$ cat src/rtl/spi_rd_pkg.sv
package spi_rd_pkg;

    localparam logic [7:0] RD_OPCODE  = 8'h03;
    localparam int         ADDR_BITS  = 24;
    localparam int         BEAT_BITS  = 32;
    localparam int         BYTE_BITS  = 8;

    typedef enum logic [2:0] {
        ST_IDLE,
        ST_CMD_GO,
        ST_CMD_WAIT,
        ST_DATA_GO,
        ST_DATA_WAIT,
        ST_GAP,
        ST_FINISH
    } seq_state_t;

endpackage

$ cat src/rtl/spi_rd_shift.sv
// Mode-0 bit engine: one launch moves either a full word or one byte.
module spi_rd_shift #(
    parameter int WORD_W = 32,
    parameter int NARROW = 8
) (
    input  logic              clk,
    input  logic              rst_n,
    input  logic              go,
    input  logic              wide,
    input  logic [WORD_W-1:0] tx_word,
    input  logic              miso,
    output logic              sclk,
    output logic              mosi,
    output logic              fin,
    output logic [WORD_W-1:0] rx_word
);
    localparam int CNT_W = $clog2(WORD_W + 1);

    logic [WORD_W-1:0] tx_sr;
    logic [CNT_W-1:0]  bits_left;
    logic              running;
    logic              high_half;

    assign mosi = tx_sr[WORD_W-1];

    always_ff @(posedge clk or negedge rst_n) begin
        if (!rst_n) begin
            tx_sr     <= '0;
            rx_word   <= '0;
            bits_left <= '0;
            running   <= 1'b0;
            high_half <= 1'b0;
            sclk      <= 1'b0;
            fin       <= 1'b0;
        end else begin
            fin <= 1'b0;
            if (go) begin
                tx_sr     <= tx_word;
                rx_word   <= '0;
                bits_left <= wide ? CNT_W'(WORD_W) : CNT_W'(NARROW);
                running   <= 1'b1;
                high_half <= 1'b0;
            end else if (running) begin
                if (!high_half) begin
                    sclk      <= 1'b1;
                    rx_word   <= {rx_word[WORD_W-2:0], miso};
                    high_half <= 1'b1;
                end else begin
                    sclk      <= 1'b0;
                    tx_sr     <= {tx_sr[WORD_W-2:0], 1'b0};
                    high_half <= 1'b0;
                    bits_left <= bits_left - 1'b1;
                    if (bits_left == CNT_W'(1)) begin
                        running <= 1'b0;
                        fin     <= 1'b1;
                    end
                end
            end
        end
    end

endmodule

$ cat src/rtl/spi_rd_count.sv
// Tracks bytes left in the read, bytes left in the current chunk, and the pause timer.
module spi_rd_count #(
    parameter int LEN_W     = 20,
    parameter int CHUNK_MAX = 65532,
    parameter int GAP_CYC   = 8
) (
    input  logic             clk,
    input  logic             rst_n,
    input  logic             load,
    input  logic [LEN_W-1:0] len_in,
    input  logic             wide_in,
    input  logic             beat,
    input  logic             chunk_open,
    input  logic             gap_load,
    output logic             none_left,
    output logic             last_beat,
    output logic             chunk_last,
    output logic             gap_zero
);
    localparam int CW = $clog2(CHUNK_MAX + 1);
    localparam int GW = $clog2(GAP_CYC + 1);

    logic [LEN_W-1:0] remain;
    logic [CW-1:0]    chunk_left;
    logic [GW-1:0]    gap_cnt;
    logic             wide_q;
    logic [LEN_W-1:0] step_len;
    logic [CW-1:0]    step_chunk;

    assign step_len   = wide_q ? LEN_W'(4) : LEN_W'(1);
    assign step_chunk = wide_q ? CW'(4)    : CW'(1);

    always_ff @(posedge clk or negedge rst_n) begin
        if (!rst_n) begin
            remain     <= '0;
            chunk_left <= '0;
            wide_q     <= 1'b0;
        end else if (load) begin
            remain     <= len_in;
            chunk_left <= '0;
            wide_q     <= wide_in;
        end else if (beat) begin
            remain     <= remain - step_len;
            chunk_left <= chunk_left - step_chunk;
        end else if (chunk_open) begin
            if (32'(remain) > 32'(CHUNK_MAX))
                chunk_left <= CW'(CHUNK_MAX);
            else
                chunk_left <= CW'(remain);
        end
    end

    always_ff @(posedge clk or negedge rst_n) begin
        if (!rst_n)
            gap_cnt <= '0;
        else if (gap_load)
            gap_cnt <= GW'(GAP_CYC - 1);
        else if (gap_cnt != '0)
            gap_cnt <= gap_cnt - 1'b1;
    end

    assign none_left  = (remain == '0);
    assign last_beat  = (remain == step_len);
    assign chunk_last = (chunk_left == step_chunk);
    assign gap_zero   = (gap_cnt == '0);

endmodule

$ cat src/rtl/spi_flash_rd.sv
module spi_flash_rd
    import spi_rd_pkg::*;
#(
    parameter int LEN_W     = 20,
    parameter int CHUNK_MAX = 65532,
    parameter int GAP_CYC   = 8
) (
    input  logic             clk,
    input  logic             rst_n,
    input  logic             start,
    input  logic [31:0]      addr,
    input  logic [LEN_W-1:0] len,
    output logic             spi_cs_n,
    output logic             spi_sclk,
    output logic             spi_mosi,
    input  logic             spi_miso,
    output logic [31:0]      rd_data,
    output logic             rd_valid,
    output logic             rd_wide,
    output logic             done,
    output logic             err
);
    seq_state_t state, state_nx;

    logic                 addr_bad;
    logic                 req_ok;
    logic [ADDR_BITS-1:0] addr_q;
    logic                 wide_sel;

    logic                 sh_go;
    logic                 sh_wide;
    logic [BEAT_BITS-1:0] sh_tx;
    logic                 sh_fin;
    logic [BEAT_BITS-1:0] sh_rx;

    logic                 cnt_load;
    logic                 cnt_beat;
    logic                 cnt_open;
    logic                 cnt_gap;
    logic                 none_left;
    logic                 last_beat;
    logic                 chunk_last;
    logic                 gap_zero;

    assign addr_bad = |addr[31:ADDR_BITS];
    assign wide_sel = (len[1:0] == 2'b00);
    assign req_ok   = (state == ST_IDLE) && start && !addr_bad;

    // State register
    always_ff @(posedge clk or negedge rst_n) begin
        if (!rst_n)
            state <= ST_IDLE;
        else
            state <= state_nx;
    end

    // Next state and control strobes
    always_comb begin
        state_nx = state;
        sh_go    = 1'b0;
        sh_wide  = rd_wide;
        sh_tx    = '0;
        cnt_load = 1'b0;
        cnt_beat = 1'b0;
        cnt_open = 1'b0;
        cnt_gap  = 1'b0;
        unique case (state)
            ST_IDLE: begin
                if (req_ok) begin
                    cnt_load = 1'b1;
                    state_nx = ST_CMD_GO;
                end
            end
            ST_CMD_GO: begin
                sh_go    = 1'b1;
                sh_wide  = 1'b1;
                sh_tx    = {RD_OPCODE, addr_q};
                state_nx = ST_CMD_WAIT;
            end
            ST_CMD_WAIT: begin
                if (sh_fin) begin
                    if (none_left) begin
                        state_nx = ST_FINISH;
                    end else begin
                        cnt_open = 1'b1;
                        state_nx = ST_DATA_GO;
                    end
                end
            end
            ST_DATA_GO: begin
                sh_go    = 1'b1;
                state_nx = ST_DATA_WAIT;
            end
            ST_DATA_WAIT: begin
                if (sh_fin) begin
                    cnt_beat = 1'b1;
                    if (last_beat) begin
                        state_nx = ST_FINISH;
                    end else if (chunk_last) begin
                        cnt_gap  = 1'b1;
                        state_nx = ST_GAP;
                    end else begin
                        state_nx = ST_DATA_GO;
                    end
                end
            end
            ST_GAP: begin
                if (gap_zero) begin
                    cnt_open = 1'b1;
                    state_nx = ST_DATA_GO;
                end
            end
            ST_FINISH: begin
                state_nx = ST_IDLE;
            end
            default: state_nx = ST_IDLE;
        endcase
    end

    // Registered outputs
    always_ff @(posedge clk or negedge rst_n) begin
        if (!rst_n) begin
            spi_cs_n <= 1'b1;
            done     <= 1'b0;
            err      <= 1'b0;
            rd_valid <= 1'b0;
            rd_data  <= '0;
            rd_wide  <= 1'b0;
            addr_q   <= '0;
        end else begin
            done     <= 1'b0;
            err      <= 1'b0;
            rd_valid <= 1'b0;
            if (state == ST_IDLE && start) begin
                if (addr_bad) begin
                    err  <= 1'b1;
                    done <= 1'b1;
                end else begin
                    spi_cs_n <= 1'b0;
                    rd_wide  <= wide_sel;
                    addr_q   <= addr[ADDR_BITS-1:0];
                end
            end
            if (state == ST_DATA_WAIT && sh_fin) begin
                rd_valid <= 1'b1;
                rd_data  <= sh_rx;
            end
            if (state == ST_FINISH) begin
                spi_cs_n <= 1'b1;
                done     <= 1'b1;
            end
        end
    end

    spi_rd_shift #(
        .WORD_W (BEAT_BITS),
        .NARROW (BYTE_BITS)
    ) u_shift (
        .clk     (clk),
        .rst_n   (rst_n),
        .go      (sh_go),
        .wide    (sh_wide),
        .tx_word (sh_tx),
        .miso    (spi_miso),
        .sclk    (spi_sclk),
        .mosi    (spi_mosi),
        .fin     (sh_fin),
        .rx_word (sh_rx)
    );

    spi_rd_count #(
        .LEN_W     (LEN_W),
        .CHUNK_MAX (CHUNK_MAX),
        .GAP_CYC   (GAP_CYC)
    ) u_count (
        .clk        (clk),
        .rst_n      (rst_n),
        .load       (cnt_load),
        .len_in     (len),
        .wide_in    (wide_sel),
        .beat       (cnt_beat),
        .chunk_open (cnt_open),
        .gap_load   (cnt_gap),
        .none_left  (none_left),
        .last_beat  (last_beat),
        .chunk_last (chunk_last),
        .gap_zero   (gap_zero)
    );

endmodule

$ cat config.mk
export PLATFORM = sky130hd
export DESIGN_NAME = spi_flash_rd
export DESIGN_NICKNAME = d
export VERILOG_FILES = /design/src/rtl/spi_rd_pkg.sv /design/src/rtl/spi_rd_shift.sv /design/src/rtl/spi_rd_count.sv /design/src/rtl/spi_flash_rd.sv
export SDC_FILE = /design/constraint.sdc
export NUM_CORES = 1
export LEC_CHECK = 0
export ABC_CLOCK_PERIOD_IN_PS = 4100
export BUFFER_PORTS_ARGS = -buffer_cell sky130_fd_sc_hd__buf_2
export CAP_MARGIN = 20
export CORE_ASPECT_RATIO = 2
export CORE_MARGIN = 2
export CORE_UTILIZATION = 59
export CTS_CLUSTER_SIZE = 12
export DETAILED_ROUTE_END_ITERATION = 12
export PLACE_DENSITY_LB_ADDON = 0.05
export SETUP_SLACK_MARGIN = 0.05
export SLEW_MARGIN = 20
export SYNTH_ARGS = -nofsm -noshare
export SYNTH_HDL_FRONTEND = slang
export SYNTH_HIERARCHICAL = 1
export SYNTH_SLANG_ARGS = --single-unit
$ cat constraint.sdc
create_clock -name clk -period 4.1 [get_ports clk]
set_clock_uncertainty 0.2 [all_clocks]
set_input_delay 0.205 -clock clk [delete_from_list [all_inputs] [get_ports clk]]
set_output_delay 0.205 -clock clk [all_outputs]
set_load 0.02 [all_outputs]
# Yosys cells after proc, flatten, opt, wreduce, memory -nomap -nowiden
# Cells that the tools add are included.
dict set report classes {
  addsub 4
  n_mul 0
  n_div 0
  magnitude_cmp 1
  eq_ne 15
  n_shift 0
  muxes 61
  n_bitwise 2
  reduce_logical 23
}
# cell n
set op_table {}
lappend op_table {{2-to-1 mux 32 bit} 6}
lappend op_table {{2-to-1 mux 16 bit} 4}
lappend op_table {{2-to-1 mux 20 bit} 2}
lappend op_table {{2-to-1 mux 1 bit} 31}
lappend op_table {{2-to-1 mux 3 bit} 9}
lappend op_table {{2-to-1 mux 26 bit} 1}
lappend op_table {{2-to-1 mux 6 bit} 4}
lappend op_table {{equality test 20 bit} 1}
lappend op_table {{greater-than comparator 20 x 16 -> 1 bit, second input constant} 1}
lappend op_table {{logical NOT 20 bit} 1}
lappend op_table {{subtractor 20 bit} 1}
lappend op_table {{one-hot mux 3 bit (6 select lines)} 1}
lappend op_table {{equality test 16 bit} 1}
lappend op_table {{subtractor 16 bit} 1}
lappend op_table {{AND reduction 2 bit} 5}
lappend op_table {{nonzero test 2 bit} 5}
lappend op_table {{equality test 3 bit, second input constant} 3}
lappend op_table {{2-to-1 mux 4 bit} 2}
lappend op_table {{OR reduction 8 bit} 1}
lappend op_table {{equality test 3 x 2 -> 1 bit, second input constant} 2}
lappend op_table {{equality test 6 x 1 -> 1 bit, second input constant} 1}
lappend op_table {{inequality test 2 x 1 -> 1 bit, second input constant} 3}
lappend op_table {{inequality test 2 bit, second input constant} 3}
lappend op_table {{subtractor 6 x 1 -> 6 bit, second input constant} 1}
lappend op_table {{13 further kinds} 16}
dict set report totals {
  reg_bits 179
  latchBits 0
  ramBits 0
  mem_bits_ro 0
  inputBits 56
  output_inout_bits 39
  elab_cells 125
  mem_count 0
}

# Depth between registers and ports, before layout
dict set report logic_depth {
  word_depth 7
  depth_mapped 13
  ltp_nobuf 11
}

# Hierarchy
# The synthesis kept the hierarchy.
# module n_inst cells_each area_each_um2 seq_area_each_um2
set modules_own_cells {}
lappend modules_own_cells {spi_rd_shift 1 257 3095.5 1851.8}
lappend modules_own_cells {spi_flash_rd 1 195 2831.5 1602.8}
lappend modules_own_cells {spi_rd_count 1 328 2761.4 1026.0}

# Least setup slack after synthesis
# Ideal clock, no wire load.
dict set report synth_timing {
  path_kind {register to register}
  startpoint {register u_count.remain[18]}
  endpoint {register u_count.chunk_left[6]}
  setup_ps 87
  arrival_time_ps 2734
  required_time_ps 3813
  path_slack_ps 1079
  stages_incl_launch_ff 13
  path_buffers 2
  period_less_slack_ps 3021
  cell_sequence {dfrtp_1 -> or4_1 -> clkbuf_1 -> nor3_1 -> nand3_1 -> nor3_1 -> nor2_1 -> nand2_1 -> o22ai_1 -> buf_1 -> nor3_1 -> nand2_1 -> a22oi_1}
}
dict set report synth_via {
  elab_chain_cells 5
  elab_cells_between_ends 10
  classes_between {order compare: 1; mux: 7; reduce/logical: 2}
}
# element line_no
set synth_lines {}
lappend synth_lines {{start, declared} spi_rd_count.sv:23} ;# logic [LEN_W-1:0] remain;
lappend synth_lines {{start signal, assigned} spi_rd_count.sv:39} ;# remain <= len_in;
lappend synth_lines {{start signal, assigned} spi_rd_count.sv:43} ;# remain <= remain - step_len;
lappend synth_lines {{logical NOT 20 bit} spi_rd_count.sv:62} ;# assign none_left = (remain == '0);
lappend synth_lines {{net none_left} spi_flash_rd.sv:40} ;# logic none_left;
lappend synth_lines {{2-to-1 mux 1 bit} spi_flash_rd.sv:82} ;# if (none_left) begin
lappend synth_lines {{2-to-1 mux 1 bit} spi_flash_rd.sv:81} ;# if (sh_fin) begin
lappend synth_lines {{one-hot mux 1 bit (2 select lines)} spi_flash_rd.sv:67} ;# unique case (state)
lappend synth_lines {{net cnt_open} spi_flash_rd.sv:38} ;# logic cnt_open;
lappend synth_lines {{nonzero test 3 bit (no source line)} n/a}
lappend synth_lines {{end signal, assigned} spi_rd_count.sv:44} ;# chunk_left <= chunk_left - step_chunk;
lappend synth_lines {{end signal, assigned} spi_rd_count.sv:47} ;# chunk_left <= CW'(CHUNK_MAX);
lappend synth_lines {{end signal, assigned} spi_rd_count.sv:49} ;# chunk_left <= CW'(remain);
lappend synth_lines {{end, declared} spi_rd_count.sv:24} ;# logic [CW-1:0] chunk_left;
# The timed path passes the listed nets, and every way through them passes these cells. The select of a mux whose other input is x is not followed.
# A chain may end at the register's enable or synchronous reset.

# Worst setup path in the final report
dict set report layout_timing {
  startpoint {register u_count.remain[18]}
  endpoint {register u_count.chunk_left[3]}
}
# Same word-level chain as after synthesis.

==> flow_summary.yaml <==
yosys:
  syn_inst: 780
  yosysSeqAreaShare_pct: 51.6
  ys.flop_type: "dfrtp_1"
  ys.warnings.count: 6
  ys_seq_elements: 179
  synth-edff-count: 0
  netlist_area_um2: 8690
  synth_cell_types: 79
  syn_avg_cell_area_um2: 11.1
  synth-async-reset-ratio_pct: 100
floorplanning:
  num_io_pins: 95
  die_area_um2: 15800
  core_area_um2: 14400
  die_w_um: 89.8
  chipHeight_um: 176
  start_util_pct: 60.5
  rows: 62
worst_setup_path:
  r2r_setup_slack_ps: 470
  critPathCaptureType: "flop"
  cp_num_buf_inv: 1
  crit_path_max_fanout: 14
  criticalPathCategory: "reg -> reg"
  cp_top_family: "simple AND/OR/NAND/NOR gates"
  crit_required_ps: 4240
  worst-r2r-cell-count: 11
  start_kind: "flop"
  critPathMaxStageDelay_ps: 690
  reg2reg_from: "u_count/remain[18]$_DFFE_PN0P_"
  path_cells: "or4_1 -> nor3_1 -> nand3_1 -> nor3_1 -> nor2_1 -> nand2_1 -> o22ai_1 -> nor3_1 -> buf_4 -> nand2_1 -> a32oi_1"
  cp_slowest_cell: "or4_1"
  r2r_end: "u_count/chunk_left[3]$_DFFE_PN0P_"
  path_common_cell: "nor3_1"
  worstPathArrival_ps: 3770
final_layout:
  final_common_cell: "dfrtp_1"
  fillCellCount: 1028
  layout.nets: 976
  diodes: 0
  postLayoutCellArea_um2: 10400
  syn2layout_area_growth_pct: 19.6
  drive_above_1_share_pct: 23.3
  final_cell_mix: "178 x dfrtp_1, 93 x buf_2, 67 x nand2_1"
grt:
  grt_max_degree: 106
  overflow: 0
  grt_pass1_vias: 7029
  grt_first_pass_wirelength_mm: 35.4
  grt_use_total_pct: 28.5
  antenna_found_initial: 0
hold_path:
  hold_depth: 6
  min_path_type: "in -> reg"
  min_from: "addr[29]"
  whs_endpoint: "u_count/remain[2]$_DFFE_PN0P_"
timing:
  setup_violations: 0
  tightestPinTransition_ps: 1040
  period_needed_ps: 3630
  hold_viol_final: 0
  relSlewSlack_pct: 30.6
  fmax_mhz: 276
  fin_crit_sh_pct: 88.4
  holdWs_ps: 240
  rsz0062_at_grt: "false"
  maxSlewViolCount: 0
  tns_ps: 0
place:
  portBuffers: 94
  place_area_um2: 9260
  gp_congestion: 0.969
  dp_hpwl_mm: 15.0
route:
  met2_length_mm: 12.4
  ant_nets: 0
  wirelength_met1_mm: 7.68
  viasPerCell: 5.94
  first_pass_iters: 6
  route.met3.wl_um: 628
  wl_mm: 21.7
  top_layer: "met4"
  post_drt_wl_per_cell_um: 19.5
  vias: 6625
  dr.first_iter.drc_count: 418
  route.detailed.drc: 0
clocking:
  cts_htree_levels: 4
  clockBufferDepth: 2
  path_clk_slew_ps: 70
  clock_latency_ps: 430
  cts-root-buf: "clkbuf_16"
  cts_tree: "yes"
  cts-resized-gates: 0
  cts_sinks: 179
  cts_buffers: 17
power:
  p_leak_nw: 5.06
  power-per-cell-area_nw_per_um2: 346
  ir_drop_mv: 0.295
run_status:
  status: "completed"
run:
  timing.max_cap.violations: 0
## flip-flops by register name, summed over array words and instances, names as in the netlist, 3 cells and up
signal,cells
state,3
u_count/gap_cnt,4
u_shift/rx_word,32
u_count/chunk_left,16
addr_q,24
u_count/remain,20
u_shift/tx_sr,32
rd_data,32
u_shift/bits_left,6
## power by group
group | switching (W) | internal (W) | leakage, nW
combinational | 0.0000602 | 0.0000640 | 2.45
clock | 0.000703 | 0.000985 | 0.295
sequential | 0.0000111 | 0.00178 | 2.31
## tightest hold or removal path, delay by kind of cell
kind,cells,cell delay (ps)
buffers and inverters,2,310
and+or+nand+nor,3,230
AOI/OAI and AO/OA,1,70
## final cells by class
class                      instances  area [um2]  share of cell area (%)
sequential                       179        4480                    43.1
clock buffer                      19         443                    4.26
clock inverter                    13         171                    1.65
tap                              192         240                    2.31
multi-input combinational        534        3890                    37.4
timing repair buffer             157        1090                    10.5
inverter                          22        82.6                   0.794
## per-layer routing
metal / track usage, % / vias to the layer above
met5: 0 / -
met4: 15.6 / 0
met3: 3.90 / 60
met2: 55.2 / 201
met1: 29.2 / 3268
li1: - / 3096
## worst max-delay path by stage
stage	from	endpoint	slack (ps)	depth (start not counted)
finish	u_count/remain[18]$_DFFE_PN0P_	u_count/chunk_left[3]$_DFFE_PN0P_	470	11
global route	u_count/remain[18]$_DFFE_PN0P_	u_count/chunk_left[12]$_DFFE_PN0P_	200	11
CTS	u_count/remain[18]$_DFFE_PN0P_	u_count/chunk_left[3]$_DFFE_PN0P_	530	11
detailed placement	u_count/remain[18]$_DFFE_PN0P_	u_count/chunk_left[3]$_DFFE_PN0P_	530	11
global placement	u_count/remain[9]$_DFFE_PN0P_	u_count/chunk_left[3]$_DFFE_PN0P_	630	11
floorplan	u_count/remain[18]$_DFFE_PN0P_	u_count/chunk_left[6]$_DFFE_PN0P_	1080	12
## cells in the mapped netlist, types with 12 or more instances
cell type	number	area share, %
mux2_2	35	4.5
nor2_1	39	1.7
o31ai_1	12	1.0
mux2i_1	32	3.7
and2_1	26	1.9
mux2_4	18	3.1
a31oi_1	21	1.5
a22o_1	32	3.2
a21oi_1	13	0.75
dfrtp_1	178	51
nor3_1	20	1.2
o21ai_0	54	3.1
nand2_1	67	2.9
clkbuf_1	26	1.1
inv_1	21	0.91
## through the flow
step	instances	power (W)	setup WS [ps]	util (%)
floorplan	785	0.00184	1080	-
global placement	1033	0.00191	627	64.6
detailed placement	1033	0.00191	527	64.6
CTS	1116	0.00363	527	72.4
global route	1116	0.00373	204	72.4
finish	1116	0.00360	474	72.4
## timing repair
action	CTS	global route
hold buffers	51	0
endpoints found under the hold margin	153	0
setup endpoints to repair	0	0
setup buffers	0	0
## kinds of logic after synthesis
logic type / synth area share [%]
AOI/OAI and AO/OA: 14.4
xor gates and xnor gates: 1.31
adders and majority gates: 1.30
buffers and inverters: 4.12
DFF: 51.6
muxes: 12.2
other: 0.0432
and+or+nand+nor: 15.0
Note: power is estimated with default switching activity, not from simulation.
